===== src/rtl/irq_ack_pkg.sv =====
package irq_ack_pkg;
  localparam int DATA_W = 32;

  typedef enum logic [1:0] {
    REG_CTRL = 2'd0,
    REG_ACK  = 2'd1,
    REG_CPR  = 2'd2,
    REG_EOI  = 2'd3
  } reg_sel_e;
endpackage


===== src/rtl/irq_prio_stack.sv =====
module irq_prio_stack #(
  parameter int DEPTH = 14,
  parameter int WIDTH = 4
) (
  input  logic             clk_i,
  input  logic             rst_ni,
  input  logic             push_i,
  input  logic             pop_i,
  input  logic [WIDTH-1:0] data_i,
  output logic [WIDTH-1:0] top_o,
  output logic             empty_o,
  output logic             full_o,
  output logic             ovf_o
);
  localparam int CNT_W = $clog2(DEPTH + 1);
  localparam int IDX_W = (DEPTH > 1) ? $clog2(DEPTH) : 1;

  logic [WIDTH-1:0] mem_q [DEPTH];
  logic [CNT_W-1:0] cnt_q;
  logic [CNT_W-1:0] top_idx;
  logic             ovf_q;

  assign empty_o = (cnt_q == '0);
  assign full_o  = (cnt_q == CNT_W'(DEPTH));
  assign top_idx = cnt_q - 1'b1;
  assign top_o   = empty_o ? '0 : mem_q[top_idx[IDX_W-1:0]];
  assign ovf_o   = ovf_q;

  always_ff @(posedge clk_i or negedge rst_ni) begin
    if (!rst_ni) begin
      for (int i = 0; i < DEPTH; i++) mem_q[i] <= '0;
      cnt_q <= '0;
      ovf_q <= 1'b0;
    end else if (push_i) begin
      if (full_o) begin
        ovf_q <= 1'b1;
      end else begin
        mem_q[cnt_q[IDX_W-1:0]] <= data_i;
        cnt_q <= cnt_q + 1'b1;
      end
    end else if (pop_i && !empty_o) begin
      cnt_q <= cnt_q - 1'b1;
    end
  end
endmodule


===== src/rtl/irq_req_gate.sv =====
module irq_req_gate #(
  parameter int VEC_W  = 9,
  parameter int PRIO_W = 4
) (
  input  logic              clk_i,
  input  logic              rst_ni,
  input  logic              ack_fire_i,
  input  logic              pend_valid_i,
  input  logic [VEC_W-1:0]  pend_vec_i,
  input  logic [PRIO_W-1:0] pend_prio_i,
  input  logic [PRIO_W-1:0] cur_prio_i,
  output logic              irq_o
);
  logic             outst_q;
  logic [VEC_W-1:0] ack_vec_q;

  // hold the line low until the arbiter drops or replaces the taken source
  always_ff @(posedge clk_i or negedge rst_ni) begin
    if (!rst_ni) begin
      outst_q   <= 1'b0;
      ack_vec_q <= '0;
    end else if (ack_fire_i) begin
      outst_q   <= 1'b1;
      ack_vec_q <= pend_vec_i;
    end else if (outst_q && (!pend_valid_i || pend_vec_i != ack_vec_q)) begin
      outst_q   <= 1'b0;
    end
  end

  assign irq_o = pend_valid_i && (pend_prio_i > cur_prio_i) && !outst_q;
endmodule


===== src/rtl/irq_ack_regs.sv =====
module irq_ack_regs
  import irq_ack_pkg::*;
#(
  parameter int VEC_W  = 9,
  parameter int PRIO_W = 4
) (
  input  logic                       clk_i,
  input  logic                       rst_ni,
  input  logic                       wr_ctrl_i,
  input  logic                       wr_ack_i,
  input  logic                       wr_cpr_i,
  input  logic [DATA_W/8-1:0]        be_i,
  input  logic [DATA_W-1:0]          wdata_i,
  input  logic                       ack_fire_i,
  input  logic [PRIO_W-1:0]          pend_prio_i,
  input  logic                       pop_fire_i,
  input  logic                       stk_empty_i,
  input  logic [PRIO_W-1:0]          stk_top_i,
  output logic                       hw_mode_o,
  output logic [DATA_W-1:VEC_W+2]    vtba_o,
  output logic [PRIO_W-1:0]          cur_prio_o
);
  localparam int BASE_LO = VEC_W + 2;
  localparam int BASE_W  = DATA_W - BASE_LO;

  logic [BASE_W-1:0] base_mask;
  logic [BASE_W-1:0] base_q;
  logic [PRIO_W-1:0] prio_q;
  logic              hw_q;
  logic              unused_wdata;

  for (genvar i = BASE_LO; i < DATA_W; i++) begin : g_base_mask
    assign base_mask[i-BASE_LO] = be_i[i/8];
  end

  assign unused_wdata = ^wdata_i[BASE_LO-1:PRIO_W];

  always_ff @(posedge clk_i or negedge rst_ni) begin
    if (!rst_ni) begin
      base_q <= '0;
      hw_q   <= 1'b0;
    end else begin
      if (wr_ack_i)
        base_q <= (base_q & ~base_mask) | (wdata_i[DATA_W-1:BASE_LO] & base_mask);
      if (wr_ctrl_i && be_i[0])
        hw_q <= wdata_i[0];
    end
  end

  always_ff @(posedge clk_i or negedge rst_ni) begin
    if (!rst_ni)                      prio_q <= '0;
    else if (ack_fire_i)              prio_q <= pend_prio_i;
    else if (pop_fire_i && !stk_empty_i) prio_q <= stk_top_i;
    else if (wr_cpr_i && be_i[0])     prio_q <= wdata_i[PRIO_W-1:0];
  end

  assign hw_mode_o  = hw_q;
  assign vtba_o     = base_q;
  assign cur_prio_o = prio_q;
endmodule


===== src/rtl/irq_ack_unit.sv =====
module irq_ack_unit
  import irq_ack_pkg::*;
#(
  parameter int VEC_W       = 9,
  parameter int PRIO_W      = 4,
  parameter int STACK_DEPTH = 14
) (
  input  logic                clk_i,
  input  logic                rst_ni,
  input  logic                bus_req_i,
  input  logic                bus_we_i,
  input  logic [1:0]          bus_addr_i,
  input  logic [3:0]          bus_be_i,
  input  logic [31:0]         bus_wdata_i,
  output logic [31:0]         bus_rdata_o,
  input  logic                pend_valid_i,
  input  logic [VEC_W-1:0]    pend_vec_i,
  input  logic [PRIO_W-1:0]   pend_prio_i,
  output logic                irq_o,
  output logic                ack_o,
  output logic [VEC_W-1:0]    ack_vec_o,
  output logic                lifo_ovf_o
);
  localparam int BASE_LO = VEC_W + 2;

  reg_sel_e                  sel;
  logic                      rd_en, wr_en;
  logic                      ack_fire, pop_fire;
  logic                      hw_mode;
  logic [DATA_W-1:BASE_LO]   vtba;
  logic [PRIO_W-1:0]         cur_prio;
  logic [PRIO_W-1:0]         stk_top;
  logic                      stk_empty, stk_full;

  assign sel      = reg_sel_e'(bus_addr_i);
  assign rd_en    = bus_req_i && !bus_we_i;
  assign wr_en    = bus_req_i && bus_we_i;
  assign ack_fire = rd_en && (sel == REG_ACK) && !hw_mode && pend_valid_i;
  assign pop_fire = wr_en && (sel == REG_EOI);

  irq_ack_regs #(.VEC_W(VEC_W), .PRIO_W(PRIO_W)) u_regs (
    .clk_i       (clk_i),
    .rst_ni      (rst_ni),
    .wr_ctrl_i   (wr_en && sel == REG_CTRL),
    .wr_ack_i    (wr_en && sel == REG_ACK),
    .wr_cpr_i    (wr_en && sel == REG_CPR),
    .be_i        (bus_be_i),
    .wdata_i     (bus_wdata_i),
    .ack_fire_i  (ack_fire),
    .pend_prio_i (pend_prio_i),
    .pop_fire_i  (pop_fire),
    .stk_empty_i (stk_empty),
    .stk_top_i   (stk_top),
    .hw_mode_o   (hw_mode),
    .vtba_o      (vtba),
    .cur_prio_o  (cur_prio)
  );

  irq_prio_stack #(.DEPTH(STACK_DEPTH), .WIDTH(PRIO_W)) u_stack (
    .clk_i   (clk_i),
    .rst_ni  (rst_ni),
    .push_i  (ack_fire),
    .pop_i   (pop_fire),
    .data_i  (cur_prio),
    .top_o   (stk_top),
    .empty_o (stk_empty),
    .full_o  (stk_full),
    .ovf_o   (lifo_ovf_o)
  );

  irq_req_gate #(.VEC_W(VEC_W), .PRIO_W(PRIO_W)) u_gate (
    .clk_i        (clk_i),
    .rst_ni       (rst_ni),
    .ack_fire_i   (ack_fire),
    .pend_valid_i (pend_valid_i),
    .pend_vec_i   (pend_vec_i),
    .pend_prio_i  (pend_prio_i),
    .cur_prio_i   (cur_prio),
    .irq_o        (irq_o)
  );

  always_comb begin
    unique case (sel)
      REG_CTRL: bus_rdata_o = {{(DATA_W-1){1'b0}}, hw_mode};
      REG_ACK:  bus_rdata_o = {vtba, pend_vec_i, 2'b00};
      REG_CPR:  bus_rdata_o = {{(DATA_W-PRIO_W){1'b0}}, cur_prio};
      default:  bus_rdata_o = '0;
    endcase
  end

  logic unused_full;
  assign unused_full = stk_full;

  assign ack_o     = ack_fire;
  assign ack_vec_o = pend_vec_i;
endmodule


===== config.mk =====
export PLATFORM = sky130hd
export DESIGN_NAME = irq_ack_unit
export DESIGN_NICKNAME = d
export VERILOG_FILES = /design/src/rtl/irq_ack_pkg.sv /design/src/rtl/irq_prio_stack.sv /design/src/rtl/irq_req_gate.sv /design/src/rtl/irq_ack_regs.sv /design/src/rtl/irq_ack_unit.sv
export SDC_FILE = /design/constraint.sdc
export NUM_CORES = 1
export LEC_CHECK = 0
export BUFFER_PORTS_ARGS = -buffer_cell sky130_fd_sc_hd__buf_2
export CORE_ASPECT_RATIO = 2
export CORE_UTILIZATION = 40
export CTS_CLUSTER_DIAMETER = 60
export CTS_CLUSTER_SIZE = 40
export DETAILED_ROUTE_END_ITERATION = 16
export GPL_ROUTABILITY_DRIVEN = 0
export PLACE_DENSITY = 0.6
export SETUP_SLACK_MARGIN = 0.05
export SYNTH_ARGS = -nofsm -noshare
export SYNTH_HDL_FRONTEND = slang
export SYNTH_SLANG_ARGS = --single-unit
export TNS_END_PERCENT = 1

===== constraint.sdc =====
create_clock -name clk_i -period 4.9 [get_ports clk_i]
set_input_delay 0.98 -clock clk_i [delete_from_list [all_inputs] [get_ports clk_i]]
set_output_delay 0.98 -clock clk_i [all_outputs]
set_load 0.01 [all_outputs]

-- Word-level counts from Yosys, hierarchy flattened
Index checks and enable logic that the tools add are counted.
- register bits after elaboration: 97
- latch bits: 0
- bits in writable memories: 0
- bits in read-only memories: 0
- input port bits: 56
- output and inout port bits: 44
- logic and storage cells: 86
- memories: 0
- add/sub/neg operators: 2
- multiply operators: 0
- div/mod/pow operators: 0
- order comparisons: 4
- eq/ne operators: 6
- shifts and indexed selects: 0
- mux-type cells: 16
- bitwise gates (word level): 7
- reductions and logical operators: 30
- operators by type and width (operator ; number):
    $pmux 32 s3 ; 1
    $bwmux 56 ; 1
    $and 21x21->21 ; 2
    $mux 4 ; 10
    $not 21->21 ; 1
    $or 21x21->21 ; 1
    $bmux 4 s4 ; 1
    $demux 4 s4 ; 1
    $logic_and 1x1->1 ; 16
    $ge 5x5->1 const B ; 2
    $not 4->5 ; 2
    $ne 9x9->1 ; 1
    $reduce_and 2->1 ; 3
    $logic_not 1->1 ; 5
    $lt 5x1->1 const B ; 1
    $add 4x1->4 const B ; 1
    $eq 2x2->1 const B ; 2
    $eq 4x4->1 const B ; 1
    $gt 4x4->1 ; 1
    $logic_not 4->1 ; 1
    $reduce_bool 2->1 ; 2
    $sub 4x1->4 const B ; 1
    $reduce_bool 3->1 ; 1
    $eq 2x1->1 const B ; 1
    5 further kinds ; 6

-- Logic depth before layout (Yosys ltp)
- word-level depth: 8
- mapped depth: 10
- mapped depth without buffers: 7

-- Cells and area by module
A second synthesis with hierarchy kept.
- cell total of the unflattened synthesis: 387
- area, all modules: 5059.9 sq um
- by module, submodules not included (module ; times used ; cells an instance ; area each (sq um) ; seq. area each (sq um)):
    irq_prio_stack ; 1 ; 208 ; 3045.4 ; 1526.5
    irq_ack_regs ; 1 ; 76 ; 1054.8 ; 650.6
    irq_req_gate ; 1 ; 48 ; 568.0 ; 250.2
    irq_ack_unit ; 1 ; 55 ; 391.6 ; 0.0

-- Worst setup path before layout
OpenSTA, ideal clock, no wires.
- path type: input to output
- start point: in bus_we_i
- end point: out ack_o
- arrival time: 1880 ps
- data required time: 3920 ps
- setup slack: 2040 ps
- cell stages on the path: 6
- buffers on the path: 3
- cells stage by stage: clkbuf_1 -> nor2_1 -> nand4_4 -> clkinv_2 -> buf_6 -> buf_2
- longest elaborated chain between the ends: 5
- ends and longest elaborated chain (what ; line ; source):
    start: declaration ; irq_ack_unit.sv:11 ; input logic bus_we_i,
    $logic_not 1->1 ; irq_ack_unit.sv:36 ; assign rd_en = bus_req_i && !bus_we_i;
    $logic_and 1x1->1 ; irq_ack_unit.sv:36 ;
    $logic_and 1x1->1 (3 in series) ; irq_ack_unit.sv:38 ; assign ack_fire = rd_en && (sel == REG_ACK) && !hw_mode && pend_valid_i;
    end: declaration ; irq_ack_unit.sv:20 ; output logic ack_o,
Every way passes these cells.

-- Final worst setup path
- start point: in bus_addr_i[0]
- end point: out ack_o
- longest elaborated chain between the ends: 4
- ends and longest elaborated chain (what ; line ; source):
    start: declaration ; irq_ack_unit.sv:12 ; input logic [1:0] bus_addr_i,
    $eq 2x1->1 ; irq_ack_unit.sv:38 ;
    $logic_and 1x1->1 (3 in series) ; irq_ack_unit.sv:38 ;
Every way passes these cells.

==> results.yml <==
critical_path:
  cp_data_arrival_time_ps: 2310
  cp_num_buf_inv: 3
  endpoint_kind: "output pin"
  cp_cell_sequence: "buf_2, nor2b_2, nand4_4, clkinv_2, buf_2"
  cp_common_cell: "buf_2"
  reg2reg_from: "u_stack.cnt_q[0]"
  cp_slowest_cell: "clkinv_2"
  required_ps: 3920
  path_max_fanout: 31
  slowest_delay_ps: 470
  crit_start: "bus_addr_i[0]"
  start_kind: "input pin"
  critPathTopFamily: "buffers and inverters"
  path_class: "in -> out"
route:
  top_layer_used: "met4"
  routedWlPerCell_microns: 16.8
  route.met3.wl_microns: 443
  dr.pass1.iters: 5
  wirelength_microns: 11300
  first_iter_violations: 148
  met1_length_microns: 4030
  ant_nets: 0
  routed-via-count: 3535
  wl_met2_microns: 6320
  viasPerCell: 5.27
  drc: 0
timing:
  period_share_pct: 67.1
  layout_min_cycle_time_ps: 3290
  clock-skew-final_ps: 8.86
  fmax_mhz: 304
  max-slew-margin-rel_pct: 35.0
  slew_violations: 0
  holdWs_ps: 477
  hold_viol: 0
  finalSetupTns_ps: 0
  worst_pin_slew_ps: 976
  rsz0062_at_grt: "false"
  finalWorstSetupSlack_ps: 1610
  finalSetupViolCount: 0
clock_tree:
  post_cts_resized: 0
  clk_pin_slew_ps: 70
  cts_made_buffers: 9
  post_cts_buffers: 0
  cts_max_level: 3
  clock_sink_count: 97
  cts_buffer_depth: 2
  cts_tree: "built"
  clock_latency_ps: 340
  clockRootBuffer: "clkbuf_16"
  hold_buffers: 0
status:
  status: "complete, no violations"
logic_synthesis:
  synth.area.top_cells: "dfrtp_1, mux2_2, nand2_1, mux4_1, o21ai_0"
  synth_common_cells: "dfrtp_1, nand2_1, o21ai_0"
  synth_most_common_cell: "dfrtp_1"
  ys_seq_area_share_pct: 49.0
  syn_inst: 443
  syn_area_sq_um: 4950
  synth-seq-cells: 97
  ys.flop_type: "dfrtp_1"
  ys_warn_count: 0
  synth.avg_cell_area_sq_um: 11.2
  synth_nets: 508
  synth_top_area_share_pct: 49.0
  async_flop_share_pct: 100
  synth_edf_count: 0
  post-synth-top-area-cell: "dfrtp_1"
  synth.distinct_cells: 43
cells_and_area:
  fin_area_sq_um: 5770
  area_delta_synth_final_pct: 16.5
  nNetsFinal: 585
  num-fill-cells: 1165
  fin_util_pct: 47.6
  finalNonFillerCells: 671
  n_antenna_cell: 0
  drive_gt1_share_pct: 31.7
power:
  ir_worst_vdd_mv: 0.265
  p_total_mw: 2.48
  leakage_nw: 2.79
  powerDensity_nw_per_um2: 430
grt:
  grt_pass1_wl_microns: 18200
  grt_start_max_net_pins: 78
  grt-ovfl-total: 0
  antenna_found_initial: 0
  grt_pass1_vias: 3620
  track_usage_pct: 18.9
placed_design:
  dp_hpwl_microns: 8510
  pre_cts_slack_ps: 1600
  port-buffer-count: 92
  place_area_sq_um: 5440
  place_inst: 656
floorplanning:
  die_h_microns: 159
  core-area_sq_um: 12100
  initial_core_util_pct: 40.8
  num_io_pins: 100
  fp.dieArea_sq_um: 12900
  die_w_microns: 80.7
  rows: 57
hold_path:
  min_path_type: "reg -> reg"
  hp-start: "u_stack.mem_q[34]"
job:
  maxCapViolations: 0
-- cell usage in the layout, fill, tap and decap left out, types with 6 or more instances in the layout --
cell	n
xnor2_1	9
ha_1	9
inv_1	6
mux2_1	8
and2_1	30
o21ai_0	45
mux2_2	37
dfrtp_1	97
mux2i_1	6
clkbuf_16	9
nand4_1	7
nor2_1	10
mux4_1	9
nand2_1	76
nand3_2	12
buf_2	91
-- per-layer routing --
metal / global-route usage [%] / vias up
met5: 0 / -
met4: 11.1 / 0
met3: 3.09 / 24
met2: 34.7 / 94
met1: 19.1 / 1711
li1: - / 1706
-- worst reg2reg max path, stage by stage (launching register included) --
cell and delay (ps):
dfrtp_1 330, buf_4 350, inv_1 160, ha_1 730, mux4_1 480, mux2_2 310, a222oi_1 230, o211ai_1 130
-- logic make-up after synthesis --
| family | share of synthesized area (%) |
|---|---|
| compound gates | 7.78 |
| xor+xnor | 2.48 |
| fa+ha+maj | 2.27 |
| buf+inv | 4.27 |
| flops | 49.0 |
| mux | 17.6 |
| simple gates | 16.6 |
-- power breakdown --
group	switching [mW]	total [mW]	internal [mW]
logic	0.393	0.690	0.298
clock network	0.298	0.762	0.464
registers	0.0967	1.02	0.928
total	0.788	2.48	1.69
-- worst paths after layout --
path / to / slack [ps] / cells past startpoint
max reg2reg: u_regs.cur_prio_o[1] / 2060 / 7
max: ack_o / 1610 / 5
min in group asynchronous: async pin / 790 / 1
min reg2reg: u_stack.mem_q[34] / 480 / 2
min: u_stack.mem_q[34] / 480 / 2
max in group asynchronous: u_stack.mem_q[26] / 3270 / 2
-- final cells by class --
| cell class | count | area (sq um) | area share (%) |
|---|---|---|---|
| clock buffers | 10 | 239 | 4.14 |
| clock inverters | 5 | 88.8 | 1.54 |
| inverters | 7 | 27.5 | 0.477 |
| multi-input cells | 310 | 2310 | 40.1 |
| flip-flops and latches | 97 | 2430 | 42.1 |
| well taps | 147 | 184 | 3.19 |
| repair buffers | 95 | 485 | 8.42 |
Power figures use the tool's default switching activity.
